## src/rtl/mwh_pkg.sv

```systemverilog
package mwh_pkg;
  typedef enum logic [1:0] {
    ST_I = 2'b00,
    ST_S = 2'b01,
    ST_E = 2'b10,
    ST_M = 2'b11
  } line_st_e;

  // A write hits any line that holds valid data.
  function automatic logic wr_is_hit(input logic [1:0] st);
    return st != ST_I;
  endfunction

  // A hit needs a bus claim only when other copies may exist.
  function automatic logic wr_needs_bus(input logic [1:0] st);
    return st == ST_S;
  endfunction

  // State a snooping copy takes when another cache claims ownership.
  function automatic logic [1:0] snoop_next(input logic [1:0] st);
    return (st == ST_S) ? ST_I : st;
  endfunction

  // Exclusive or Modified copies cannot legally be snooped-invalidated.
  function automatic logic snoop_illegal(input logic [1:0] st);
    return st[1];
  endfunction
endpackage

```

## src/rtl/mwh_local_ctl.sv

```systemverilog
module mwh_local_ctl
  import mwh_pkg::*;
#(
  parameter int LINE_W = 12
) (
  input  logic              clk,
  input  logic              rst_n,
  input  logic              wr_req,
  input  logic [LINE_W-1:0] wr_line,
  input  logic [1:0]        wr_state,
  input  logic              bus_gnt,
  output logic              commit,
  output logic [1:0]        next_st,
  output logic [LINE_W-1:0] line_q,
  output logic              we,
  output logic              miss,
  output logic              own
);
  typedef enum logic {PH_IDLE, PH_WAIT} phase_e;
  phase_e phase_q;

  logic take_req;
  logic grant_seen;
  assign take_req   = wr_req && (phase_q == PH_IDLE);
  assign grant_seen = (phase_q == PH_WAIT) && bus_gnt;

  always_ff @(posedge clk or negedge rst_n) begin
    if (!rst_n) begin
      phase_q <= PH_IDLE;
      commit  <= 1'b0;
      we      <= 1'b0;
      miss    <= 1'b0;
      next_st <= ST_I;
      line_q  <= '0;
    end else begin
      commit <= 1'b0;
      we     <= 1'b0;
      miss   <= 1'b0;
      if (grant_seen) begin
        phase_q <= PH_IDLE;
        commit  <= 1'b1;
        we      <= 1'b1;
        next_st <= ST_M;
      end else if (take_req) begin
        line_q <= wr_line;
        if (!wr_is_hit(wr_state)) begin
          miss    <= 1'b1;
          next_st <= ST_I;
        end else if (wr_needs_bus(wr_state)) begin
          phase_q <= PH_WAIT;
          next_st <= ST_S;
        end else begin
          commit  <= 1'b1;
          we      <= 1'b1;
          next_st <= ST_M;
        end
      end
    end
  end

  assign own = (phase_q == PH_WAIT);
endmodule

```

## src/rtl/mwh_snoop_ctl.sv

```systemverilog
module mwh_snoop_ctl
  import mwh_pkg::*;
#(
  parameter int LINE_W = 12
) (
  input  logic              clk,
  input  logic              rst_n,
  input  logic              snp_inv,
  input  logic [LINE_W-1:0] snp_line,
  input  logic [1:0]        snp_state,
  output logic              done,
  output logic [1:0]        next_st,
  output logic [LINE_W-1:0] line_q,
  output logic              err
);
  always_ff @(posedge clk or negedge rst_n) begin
    if (!rst_n) begin
      done    <= 1'b0;
      err     <= 1'b0;
      next_st <= ST_I;
      line_q  <= '0;
    end else begin
      done <= snp_inv;
      err  <= snp_inv && snoop_illegal(snp_state);
      if (snp_inv) begin
        next_st <= snoop_next(snp_state);
        line_q  <= snp_line;
      end
    end
  end
endmodule

```

## src/rtl/mesi_wr_hit_ctl.sv

```systemverilog
module mesi_wr_hit_ctl #(
  parameter int LINE_W = 12
) (
  input  logic              clk,
  input  logic              rst_n,
  input  logic              wr_req,
  input  logic [LINE_W-1:0] wr_line,
  input  logic [1:0]        wr_state,
  input  logic              bus_gnt,
  input  logic              snp_inv,
  input  logic [LINE_W-1:0] snp_line,
  input  logic [1:0]        snp_state,
  output logic              loc_commit,
  output logic [1:0]        loc_state,
  output logic [LINE_W-1:0] loc_line,
  output logic              data_we,
  output logic              wr_miss,
  output logic              bus_own,
  output logic              snp_done,
  output logic [1:0]        snp_next,
  output logic [LINE_W-1:0] snp_line_o,
  output logic              snp_err
);
  mwh_local_ctl #(.LINE_W(LINE_W)) u_local (
    .clk     (clk),
    .rst_n   (rst_n),
    .wr_req  (wr_req),
    .wr_line (wr_line),
    .wr_state(wr_state),
    .bus_gnt (bus_gnt),
    .commit  (loc_commit),
    .next_st (loc_state),
    .line_q  (loc_line),
    .we      (data_we),
    .miss    (wr_miss),
    .own     (bus_own)
  );

  mwh_snoop_ctl #(.LINE_W(LINE_W)) u_snoop (
    .clk      (clk),
    .rst_n    (rst_n),
    .snp_inv  (snp_inv),
    .snp_line (snp_line),
    .snp_state(snp_state),
    .done     (snp_done),
    .next_st  (snp_next),
    .line_q   (snp_line_o),
    .err      (snp_err)
  );
endmodule

```

## config.mk

```make
export PLATFORM = sky130hd
export DESIGN_NAME = mesi_wr_hit_ctl
export DESIGN_NICKNAME = d
export VERILOG_FILES = /design/src/rtl/mwh_pkg.sv /design/src/rtl/mwh_local_ctl.sv /design/src/rtl/mwh_snoop_ctl.sv /design/src/rtl/mesi_wr_hit_ctl.sv
export SDC_FILE = /design/constraint.sdc
export NUM_CORES = 1
export LEC_CHECK = 0
export ABC_AREA = 1
export CORE_ASPECT_RATIO = 1.4
export CORE_MARGIN = 3
export CORE_UTILIZATION = 43
export CTS_BUF_LIST = sky130_fd_sc_hd__clkbuf_2 sky130_fd_sc_hd__clkbuf_4 sky130_fd_sc_hd__clkbuf_8
export CTS_CLUSTER_DIAMETER = 80
export DETAILED_ROUTE_END_ITERATION = 6
export PLACE_DENSITY = 0.94
export SETUP_SLACK_MARGIN = 0.4
export SLEW_MARGIN = 20
export SYNTH_ARGS = -nofsm -noshare
export SYNTH_HDL_FRONTEND = slang
export SYNTH_SLANG_ARGS = --single-unit
```

## constraint.sdc

```tcl
create_clock -name clk -period 1.6 [get_ports clk]
set_input_delay 0.32 -clock clk [delete_from_list [all_inputs] [get_ports clk]]
set_output_delay 0.32 -clock clk [all_outputs]
set_load 0.02 [all_outputs]
```

==> impl_metrics.toml <==
[timing]
fin_crit_ps = 1210
hold_viol_final = 0
max_freq_mhz = 829
tightest_slew_ps = 411
fin_crit_sh = 0.754
rsz0062_at_grt = "yes"
clock_skew_ps = 5.12
finalSetupViolCount = 0
slew_violations = 0
fin_ws_ps = 393
relSlewSlack = 0.726
finalSetupTns_ps = 0

[setup_path]
crit_type = "register to output pin"
cp_max_fo = 3
critPathSlowestCell = "dfrtp_1"
crit_buf_inv = 1
crit_path_cell_trace = "buf_6"
arrival_ps = 890
startpoint_type = "register"
crit_path_end_kind = "output pin"
reg2reg_depth = 3
cpPeakStageDelay_ps = 430
critical_path.top_delay_family = "flip-flops"
path_depth = 1
required_ps = 1280

[routing]
drtIter0Drc = 16
first_pass_iters = 4
routed_via_density = 4.91
drtAntennaViolNets = 0
routed_wl_um = 3550
wl_per_cell_um = 13.8
drc = 0
vias = 1261

[placed_design]
place_ws_ps = 140
io_buffers = 66
dp_hpwl_um = 2370
place_congestion = 0.700
placed_cell_area_um2 = 1980

[clock_network]
h-tree-depth = 2
cts.sinks = 33
cts_buffers = 5
cts_tree = "built"
insertion_delay_ps = 310
cts_hold_buf = 0
cts.reportedPaths.clkPinSlew_ps = 100
cts_buffer_depth = 2
cts_root_buf = "clkbuf_4"

[logic_synthesis]
synth_area_um2 = 1280
syn_nets = 170
synth.avg_cell_area_um2 = 9.36
synth_cell_types = 13
synthCells = 137
ys.warnings.count = 0
seq_area_frac_synth = 0.644
synth_seq_cells = 33

[global_routing]
grt_max_degree = 34
track_usage = 0.184
grt_pass1_vias = 1171
grt_first_pass_wirelength_um = 5010
antenna_found_initial = 0
grt.overflow.total = 0

[min_path]
worst_hold_path_type = "input pin to async pin"

[die]
io_pins = 67
core-area_um2 = 2730
fp.dieW_um = 52.2
initial_core_util = 0.471
die_height_um = 70.6
rows = 22
fp.dieArea_um2 = 3680

[finish]
layout_common_cells = "nand2_1, buf_6, dfrtp_1"
area_growth_pct = 69.3
final_common_cell = "nand2_1"
design_area_um2 = 2170
fin_nets = 255
drive_above_1_share = 0.285
num_antenna_cells = 0
nFillCells = 159

[power]
p_per_area_nw_per_um2 = 929
p_sw_uw = 608
power_frac_comb = 0.309
switching_share = 0.302
p_leak_nw = 1.13
ir_worst_vdd_v = 0.000942
power.internal_mw = 1.41
p_seq_frac = 0.492
p_clk_frac = 0.198
total_power_mw = 2.02

[job]
cap_violations = 0

[run_status]
status = "completed"
## cell usage after synthesis (all sizes together)
library cell  instances  area share
buf                   7       0.034
nor2                  1      0.0029
o21ai                15       0.059
or2                   1      0.0049
nand2                47        0.14
inv                  17       0.050
nor3                  1      0.0078
dfrtp                33        0.64
nand3                15       0.059
## registers in the layout, indices dropped and copies added (netlist names)
register	count
u_local.line_q	12
u_snoop.line_q	12
u_local.next_st	2
u_snoop.next_st	2
u_local.commit	1
u_local.miss	1
u_local.own	1
u_snoop.done	1
u_snoop.err	1
## timing repair
action	in CTS	in global routing
setup endpoints to repair	36	34
gates resized for setup	154	49
setup buffers	3	11
## layer usage
layer  global-route usage  vias up  part of all wire
met5                    0        -                 0
met4               0.0852        0            0.0065
met3               0.0463        4             0.075
met2                0.333       65              0.53
met1                0.194      599              0.39
li1                     -      593                 -
## power by group through the flow
stage	Clock (mW)	Sequential (mW)	Combinational, mW
after detailed placement	0	0.989	0.548
final	0.400	0.993	0.624
after global placement	0	0.985	0.532
after global routing	0.448	1.00	0.669
after CTS	0.412	0.976	0.508
after floorplan	0	1.10	0.119
## cell families after synthesis
family	count (synthesis)	synth area share
compound gates	15	0.0585
simple gates	65	0.214
buf+inv	24	0.0839
flops	33	0.644
## worst reg2reg max path, stage by stage, from the launching register on
cell and delay, ps:
dfrtp_1 430, inv_2 230, nand2_4 190, o21ai_0 220
## path summary, 6_finish.rpt
check                                               start                              to  slack, ps
max in group asynchronous                           rst_n   u_snoop.line_q[2]$_DFFE_PN0P_        870
max reg2reg                       u_local.own$_DFFE_PN0P_         u_local.own$_DFFE_PN0P_        460
min reg2reg                u_local.line_q[11]$_DFFE_PN0P_  u_local.line_q[11]$_DFFE_PN0P_        510
min in group clk           u_local.line_q[11]$_DFFE_PN0P_  u_local.line_q[11]$_DFFE_PN0P_        510
max                               u_local.own$_DFFE_PN0P_                         bus_own        390
min                                                 rst_n        u_local.commit$_DFF_PN0_        430
## cell type report
class	count	area, µm²	area share
clock buffer	5	37.5	0.0173
clock inverter	1	5.00	0.00231
inverter	17	63.8	0.0294
multi-input combinational	80	354	0.163
sequential	33	826	0.380
tap	36	45.0	0.0207
timing repair buffer	85	840	0.387
## through the flow
step | hold slack [ps] | utilization | std cells
finish | 430 | 0.797 | 257
global route | 436 | 0.797 | 257
CTS | 404 | 0.710 | 246
detailed placement | 461 | 0.727 | 237
global placement | 456 | 0.727 | 237
floorplan | 24.4 | - | 137
Power figures use the tool's default switching activity.
